===== src/rtl/bl_pwm_pkg.sv =====
package bl_pwm_pkg;
    localparam int PRE_W = 8;
    localparam int SCL_W = 16;
    localparam int SCL_BYTES = SCL_W / 8;

    typedef enum logic [1:0] {
        ST_IDLE = 2'd0,
        ST_RUN  = 2'd1,
        ST_WRAP = 2'd2
    } bl_state_e;

    typedef struct packed {
        logic             en;
        logic             inv;
        logic [PRE_W-1:0] pre;
        logic [SCL_W-1:0] scale;
        logic [SCL_W-1:0] duty;
    } bl_cfg_t;
endpackage


===== src/rtl/bl_pwm_regs.sv =====
module bl_pwm_regs
    import bl_pwm_pkg::*;
#(
    parameter int ADDR_W = 8,
    parameter logic [ADDR_W-1:0] BASE_ADDR = 8'h40
) (
    input  logic              clk,
    input  logic              rst_n,
    input  logic              wr_en,
    input  logic [ADDR_W-1:0] addr,
    input  logic [7:0]        wdata,
    output logic [7:0]        rdata,
    output bl_cfg_t           cfg
);
    localparam int OFF_CTRL  = 0;
    localparam int OFF_PRE   = 1;
    localparam int OFF_SCALE = 2;
    localparam int OFF_DUTY  = OFF_SCALE + SCL_BYTES;

    logic [ADDR_W-1:0] off;
    logic              in_rng;
    logic              en_q, inv_q;
    logic [PRE_W-1:0]  pre_q;
    logic [SCL_W-1:0]  scale_w, duty_w;

    assign off    = addr - BASE_ADDR;
    assign in_rng = (addr >= BASE_ADDR);

    always_ff @(posedge clk or negedge rst_n) begin
        if (!rst_n) begin
            en_q  <= 1'b0;
            inv_q <= 1'b0;
            pre_q <= '0;
        end else if (wr_en && in_rng) begin
            if (off == ADDR_W'(OFF_CTRL)) begin
                inv_q <= wdata[0];
                en_q  <= wdata[1];
            end
            if (off == ADDR_W'(OFF_PRE)) pre_q <= wdata[PRE_W-1:0];
        end
    end

    for (genvar b = 0; b < SCL_BYTES; b++) begin : g_lane
        logic [7:0] scl_byte, dty_byte;
        always_ff @(posedge clk or negedge rst_n) begin
            if (!rst_n) begin
                scl_byte <= 8'h00;
                dty_byte <= 8'h00;
            end else if (wr_en && in_rng) begin
                if (off == ADDR_W'(OFF_SCALE + b)) scl_byte <= wdata;
                if (off == ADDR_W'(OFF_DUTY + b))  dty_byte <= wdata;
            end
        end
        assign scale_w[8*b +: 8] = scl_byte;
        assign duty_w[8*b +: 8]  = dty_byte;
    end

    always_comb begin
        rdata = 8'h00;
        if (in_rng) begin
            if (off == ADDR_W'(OFF_CTRL)) rdata = {6'b0, en_q, inv_q};
            if (off == ADDR_W'(OFF_PRE))  rdata = pre_q;
            for (int b = 0; b < SCL_BYTES; b++) begin
                if (off == ADDR_W'(OFF_SCALE + b)) rdata = scale_w[8*b +: 8];
                if (off == ADDR_W'(OFF_DUTY + b))  rdata = duty_w[8*b +: 8];
            end
        end
    end

    assign cfg = '{en: en_q, inv: inv_q, pre: pre_q, scale: scale_w, duty: duty_w};
endmodule


===== src/rtl/bl_pwm_seq.sv =====
module bl_pwm_seq
    import bl_pwm_pkg::*;
(
    input  logic    clk,
    input  logic    rst_n,
    input  bl_cfg_t cfg,
    output logic    level
);
    bl_state_e        state, nxt;
    logic [PRE_W-1:0] pre_cnt;
    logic [SCL_W-1:0] step_cnt;
    logic             run_ok, pre_last, step_last;

    assign run_ok    = cfg.en && (cfg.pre != '0) && (cfg.scale != '0);
    assign pre_last  = pre_cnt >= (cfg.pre - PRE_W'(1));
    assign step_last = step_cnt >= (cfg.scale - SCL_W'(1));

    always_comb begin
        nxt = state;
        unique case (state)
            ST_IDLE: if (run_ok) nxt = ST_RUN;
            ST_RUN: begin
                if (!run_ok)                    nxt = ST_IDLE;
                else if (pre_last && step_last) nxt = ST_WRAP;
            end
            ST_WRAP: nxt = run_ok ? ST_RUN : ST_IDLE;
            default: nxt = ST_IDLE;
        endcase
    end

    always_ff @(posedge clk or negedge rst_n) begin
        if (!rst_n) begin
            state    <= ST_IDLE;
            pre_cnt  <= '0;
            step_cnt <= '0;
        end else begin
            state <= nxt;
            if (!run_ok || state != ST_RUN) begin
                pre_cnt  <= '0;
                step_cnt <= '0;
            end else if (pre_last) begin
                pre_cnt  <= '0;
                step_cnt <= step_last ? '0 : step_cnt + SCL_W'(1);
            end else begin
                pre_cnt <= pre_cnt + PRE_W'(1);
            end
        end
    end

    always_comb begin
        level = 1'b0;
        if (run_ok) begin
            unique case (state)
                ST_RUN:  level = (step_cnt < cfg.duty);
                ST_WRAP: level = (cfg.duty > cfg.scale);
                default: level = 1'b0;
            endcase
        end
    end


    zero_cfg_idle_chk: assert property (@(posedge clk) disable iff (!rst_n)
        (cfg.pre == '0 || cfg.scale == '0) |=> (state == ST_IDLE));


    disable_resets_chk: assert property (@(posedge clk) disable iff (!rst_n)
        !cfg.en |=> (state == ST_IDLE && pre_cnt == '0 && step_cnt == '0));


    wrap_single_chk: assert property (@(posedge clk) disable iff (!rst_n)
        (state == ST_WRAP) |=> (state != ST_WRAP && pre_cnt == '0 && step_cnt == '0));


    full_duty_chk: assert property (@(posedge clk) disable iff (!rst_n)
        (run_ok && state != ST_IDLE && cfg.duty > cfg.scale) |-> level);
endmodule


===== src/rtl/bl_pwm_top.sv =====
module bl_pwm_top
    import bl_pwm_pkg::*;
#(
    parameter int ADDR_W = 8,
    parameter logic [ADDR_W-1:0] BASE_ADDR = 8'h40
) (
    input  logic              clk,
    input  logic              rst_n,
    input  logic              reg_we,
    input  logic [ADDR_W-1:0] reg_addr,
    input  logic [7:0]        reg_wdata,
    output logic [7:0]        reg_rdata,
    input  logic              mux_pwm,
    output logic              pwm_out,
    output logic              pwm_oe
);
    bl_cfg_t cfg;
    logic    level;

    bl_pwm_regs #(.ADDR_W(ADDR_W), .BASE_ADDR(BASE_ADDR)) u_regs (
        .clk(clk), .rst_n(rst_n), .wr_en(reg_we), .addr(reg_addr),
        .wdata(reg_wdata), .rdata(reg_rdata), .cfg(cfg)
    );

    bl_pwm_seq u_seq (
        .clk(clk), .rst_n(rst_n), .cfg(cfg), .level(level)
    );

    assign pwm_oe  = mux_pwm;
    assign pwm_out = mux_pwm ? (level ^ cfg.inv) : 1'b0;


    pin_released_chk: assert property (@(posedge clk) disable iff (!rst_n)
        !mux_pwm |-> (!pwm_oe && !pwm_out));
endmodule


===== config.mk =====
export PLATFORM = sky130hd
export DESIGN_NAME = bl_pwm_top
export DESIGN_NICKNAME = d
export VERILOG_FILES = /design/src/rtl/bl_pwm_pkg.sv /design/src/rtl/bl_pwm_regs.sv /design/src/rtl/bl_pwm_seq.sv /design/src/rtl/bl_pwm_top.sv
export SDC_FILE = /design/constraint.sdc
export NUM_CORES = 1
export LEC_CHECK = 0
export BUFFER_PORTS_ARGS = -buffer_cell sky130_fd_sc_hd__buf_2
export CAP_MARGIN = 20
export CORE_MARGIN = 8
export CORE_UTILIZATION = 50
export DETAILED_ROUTE_END_ITERATION = 8
export GPL_ROUTABILITY_DRIVEN = 0
export PLACE_DENSITY = 0.68
export RECOVER_POWER = 25
export SETUP_SLACK_MARGIN = 0.2
export SYNTH_ARGS = -nofsm -noshare
export SYNTH_HDL_FRONTEND = slang
export SYNTH_SLANG_ARGS = --single-unit

===== constraint.sdc =====
create_clock -name clk -period 3.7 [get_ports clk]
set_input_delay 0.37 -clock clk [delete_from_list [all_inputs] [get_ports clk]]
set_output_delay 0.37 -clock clk [all_outputs]
set_load 0.02 [all_outputs]

* After elaboration in Yosys (flattened, before gate mapping) *
Index checks and enable logic that the tools add are counted.

storage, ports and cells
  flip-flop bits (word level) = 68
  output and inout bits = 10
  word-level logic and storage cells = 69

operators by class
  add/subtract/negate cells = 5
  magnitude comparators = 5
  equality and inequality tests = 10
  multiplexer cells = 20
  bitwise logic cells = 1
  reduce and logical (&&, ||, !) cells = 18

operator list
  cell                                                                      number
  8-bit two-way mux                                                         8
  16-bit two-way mux                                                        3
  16-bit by 1-bit adder with 16-bit output (second input constant)          1
  8-bit by 2-bit equality test with 1-bit output (second input constant)    2
  8-bit by 3-bit equality test with 1-bit output (second input constant)    2
  16-bit >= comparator                                                      1
  16-bit greater-than comparator                                            1
  16-bit less-than comparator                                               1
  16-bit nonzero test                                                       1
  16-bit by 1-bit subtractor with 16-bit output (second input constant)     1
  2-bit AND reduction                                                       7
  8-bit by 1-bit adder with 8-bit output (second input constant)            1
  8-bit by 1-bit equality test with 1-bit output (second input constant)    1
  8-bit by 7-bit >= comparator with 1-bit output (second input constant)    1
  8-bit >= comparator                                                       1
  8-bit zero test                                                           1
  2-bit two-way mux                                                         4
  8-bit nonzero test                                                        1
  8-bit by 1-bit subtractor with 8-bit output (second input constant)       1
  8-bit by 7-bit subtractor with 8-bit output (second input constant)       1
  2-bit one-hot mux with 3 select lines                                     1
  1-bit logical AND                                                         4
  2-bit by 1-bit inequality test with 1-bit output (second input constant)  2
  1-bit two-way mux                                                         3
  other kinds (9)                                                           9

* Depth between registers and ports, before layout *
  depth after elaboration = 9
  gate-level depth with buffers = 14
  depth with buffers taken out = 13

* By module *
A second synthesis with hierarchy kept.

unflattened totals
  cell total of the unflattened synthesis = 542
  area, all modules = 5338.9 um^2

modules (own cells, without submodules)
  module       times used  cells each  area an instance (um^2)  sequential area each (um^2)
  bl_pwm_seq   1           364         3171.8                   650.6
  bl_pwm_regs  1           175         2144.6                   1051.0
  bl_pwm_top   1           3           22.5                     0.0

* Least setup slack after synthesis *
No wires, ideal clock.

  path kind = reg2reg
  start = reg u_regs.g_lane[0].scl_byte[0]
  end = reg u_seq.step_cnt[2]
  setup time = 0.066 ns
  arrival time = 3.304 ns
  required time = 3.634 ns
  slack = 0.329 ns
  stages on the path, launching flop included = 15
  buffers on the path = 1
  cell sequence = dfrtp_1 > inv_1 > ha_1 > nor4b_2 > nand2_1 > or4_1 > xnor2_1 > ha_1 > a211oi_1 > nor2_1 > a2111oi_0 > o211ai_2 > buf_4 > a21oi_2 > a22o_1

between the ends
  cells in the longest elaborated chain, start to end = 5

ends and longest elaborated chain
  item                                                                                         line                                RTL
  start: declaration                                                                           bl_pwm_regs.sv:44                   logic [7:0] scl_byte, dty_byte;
  start signal: assignment                                                                     bl_pwm_regs.sv:50                   if (off == ADDR_W'(OFF_SCALE + b)) scl_byte <= wdata;
  16-bit by 1-bit subtractor with 16-bit output / 16-bit nonzero test (equally long branches)  bl_pwm_seq.sv:16, bl_pwm_seq.sv:14
  16-bit >= comparator / 1-bit logical AND (equally long branches)                             bl_pwm_seq.sv:16, bl_pwm_seq.sv:14
  16-bit two-way mux / 1-bit zero test (equally long branches)                                 n/a
  16-bit two-way mux / 1-bit logical OR (equally long branches)                                bl_pwm_seq.sv:41, bl_pwm_seq.sv:38
  16-bit two-way mux / 2-bit nonzero test (equally long branches)                              n/a
  end signal: assignment                                                                       bl_pwm_seq.sv:43                    step_cnt <= step_last ? '0 : step_cnt + SCL_W'(1);
  end: declaration                                                                             bl_pwm_seq.sv:11                    logic [SCL_W-1:0] step_cnt;

Several ways; a longest one is shown, not always the timed one. The select of a mux whose other input is x is not followed.
A chain may end at the register's enable or synchronous reset.

* Worst setup path after layout *
  start = reg u_regs.g_lane[0].scl_byte[1]
  end = reg u_seq.step_cnt[10]

Same word-level chain as after synthesis.

==> flow_summary.yaml <==
power:
  ir_drop_uv: 224
  leakage_uw: 0.00270
  power_uw: 1800
  power_density_nw_per_um2: 319
yosys:
  synthCells: 544
  avgSynthCellArea_um2: 9.34
  yosysWarnings: 0
  seq_area_frac_synth_pct: 33.5
  ys_ff_latch: 68
  synth_area_um2: 5080
  synthArstFlopShare_pct: 100
  syn_nets: 628
  synth_cell_type_count: 56
  synth_edf_count: 0
  ys.flop_type: "dfrtp_1"
layout:
  drive_above_1_share_pct: 17.3
  final_common_cell: "dfrtp_1"
  diodes: 0
  fin_nets: 664
  area_delta_synth_final_pct: 10.9
  final_cell_mix: "dfrtp_1, ha_1, inv_1"
  fillers: 917
  fin_area_um2: 5630
global_route:
  track_usage_pct: 20.9
  grt_overflow: 0
  grt_pass1_wl_um: 21900
  grt_start_max_net_pins: 47
  antenna_found_initial: 0
  grt_pass1_vias: 4498
drt:
  avgRoutedWirePerCell_um: 18.5
  vias_per_cell: 6.01
  vias: 4332
  ant_nets: 0
  drc: 0
  wl_um: 13300
  drt_pass1_iterations: 4
  drt-initial-drc-count: 297
timing:
  worst_slew_pin_slew_ns: 1.46
  skew_ns: 0.0128
  setup_viol: 0
  fin_crit_sh_pct: 90.4
  hold_viol_final: 0
  min_period_ns: 3.35
  rsz0062_at_grt: "true"
  timing.setup.tns_ns: 0
  slew_headroom_pct: 2.92
  slew_viol_final: 0
  holdWs_ns: 0.215
  max_freq_mhz: 299
critical_path:
  critPathMaxStageDelay_ns: 0.44
  worstSetupStartpointType: "flop"
  cp-end-kind: "flop"
  cp-startpoint: "u_regs.g_lane[0].scl_byte[1]"
  crit_slowest_cell: "dfrtp_1"
  cp_cell_sequence: "inv_1 -> ha_2 -> nor4b_4 -> nand2_1 -> or4_1 -> xnor2_1 -> ha_1 -> nand4_1 -> nor2_1 -> o2111ai_1 -> o211ai_2 -> buf_6 -> o21ai_1 -> a22o_1"
  worstSetupPathType: "reg2reg"
  critical_path.max_fanout: 18
  critPathArrivalTime_ns: 3.61
  regToRegStartpoint: "u_regs.g_lane[0].scl_byte[1]"
  crit_required_ns: 3.96
place:
  dp_hpwl_um: 9970
  portBuffers: 29
  detailed_place.area_um2: 5360
floorplan:
  dieArea_um2: 13600
  die_w_um: 117
  start_util_pct: 50.4
  rows: 37
  die_h_um: 117
  ioPinCount: 30
  core_um2: 10100
clocking:
  htree_levels: 3
  cts-hold-fix-buffers: 0
  cts.sinks: 68
  cts_max_path_buffers: 2
  cts_root_buf: "clkbuf_8"
  cts_tree: "built"
  numCtsBuffers: 9
  clkLatencyLatePin_ns: 0.36
  cts.clk_slew.worst_paths_ns: 0.09
outcome:
  status: "finished clean"
flow_run:
  max-cap-violations: 0
hold_path:
  hold_class: "in2async"
==> final cells by class <==
class | count | area [um2] | share of cell area (%)
repair buffers | 39 | 219 | 3.89
flip-flops and latches | 68 | 1700 | 30.2
well taps | 136 | 170 | 3.02
clock buffers | 11 | 141 | 2.51
inverters | 44 | 165 | 2.93
clock inverters | 5 | 61.3 | 1.09
multi-input cells | 418 | 3180 | 56.4
==> through the flow <==
stage	util, %	instances	worst slack [ns]
3_5_place_dp	53.1	700	0.0921
4_1_cts	55.3	716	0.266
6_report	55.8	721	0.354
3_3_place_gp	53.1	700	0.195
2_1_floorplan	-	544	0.329
5_1_grt	55.8	721	0.158
==> where the power goes <==
group          internal (uW)  switching (uW)  leakage (uW)
logic                    152             200       0.00170
registers                764            31.6      0.000907
clock network            331             318     0.0000918
total                   1250             550       0.00270
==> cell usage after synthesis (8+ instances only) <==
library cell	n	area share, %
ha_1	64	16
a21oi_1	31	3.1
and3_1	11	1.4
o21ai_0	26	2.6
xnor2_1	19	3.3
inv_1	44	3.2
nand3_1	16	1.6
mux2_2	31	6.9
a22o_1	10	1.7
nor2_1	35	2.6
nand2_1	35	2.6
nor4_1	8	0.98
dfrtp_1	68	33
o21ai_1	11	1.1
nor3_1	17	1.7
nand4_1	13	1.6
==> what timing repair did <==
item,CTS,global route
endpoints found under the setup margin,15,17
gates cloned,0,1
setup buffers,0,3
pin swaps,0,4
resized for setup,4,4
==> logic make-up (layout without fill, tap and decap cells) <==
kind of cell               Yosys count  in the layout  share of synthesized area (%)
and+or+nand+nor                    168            168                           17.2
adders and majority gates           64             64                           15.8
AOI/OAI and AO/OA                  119            120                           15.4
xor gates and xnor gates            25             25                           4.31
buffers and inverters               59             99                           4.95
DFF                                 68             68                           33.5
muxes                               41             41                           8.91
==> worst paths after layout <==
path | cells past startpoint | endpoint | slack [ns]
setup reg to reg | 14 | u_seq.step_cnt[10] | 0.35
max in group asynchronous | 2 | u_seq.pre_cnt[6] | 1.58
setup / recovery | 14 | u_seq.step_cnt[10] | 0.35
hold / removal | 1 | u_seq.step_cnt[7] | 0.22
min in group clk | 3 | u_regs.g_lane[1].dty_byte[6] | 0.33
hold reg to reg | 1 | u_regs.g_lane[0].scl_byte[0] | 0.54
==> routing by layer <==
layer / vias to the layer above / track usage (%) / part of all wire, %
met5: - / 0 / 0
met4: 0 / 9.98 / 3.2
met3: 27 / 4.31 / 5.2
met2: 125 / 33.4 / 47
met1: 2111 / 26.4 / 45
li1: 2069 / - / -
==> sequential cells by signal, indices dropped and copies added, names as in the netlist <==
register                flops
u_seq.step_cnt             16
u_regs.g_lane.scl_byte     16
u_seq.pre_cnt               8
u_regs.g_lane.dty_byte     16
u_regs.en_q                 1
u_seq.state                 2
u_regs.pre_q                8
u_regs.inv_q                1
==> critical path, delay by kind of cell (launching register included) <==
| kind | cells | cell delay (ns) |
|---|---|---|
| AO/OA/AOI/OAI | 4 | 0.76 |
| XOR/XNOR | 1 | 0.15 |
| adder cells (fa/ha/maj) | 2 | 0.50 |
| buffers and inverters | 2 | 0.34 |
| flip-flops | 1 | 0.44 |
| AND/OR/NAND/NOR | 5 | 1.07 |
Power figures use the tool's default switching activity.
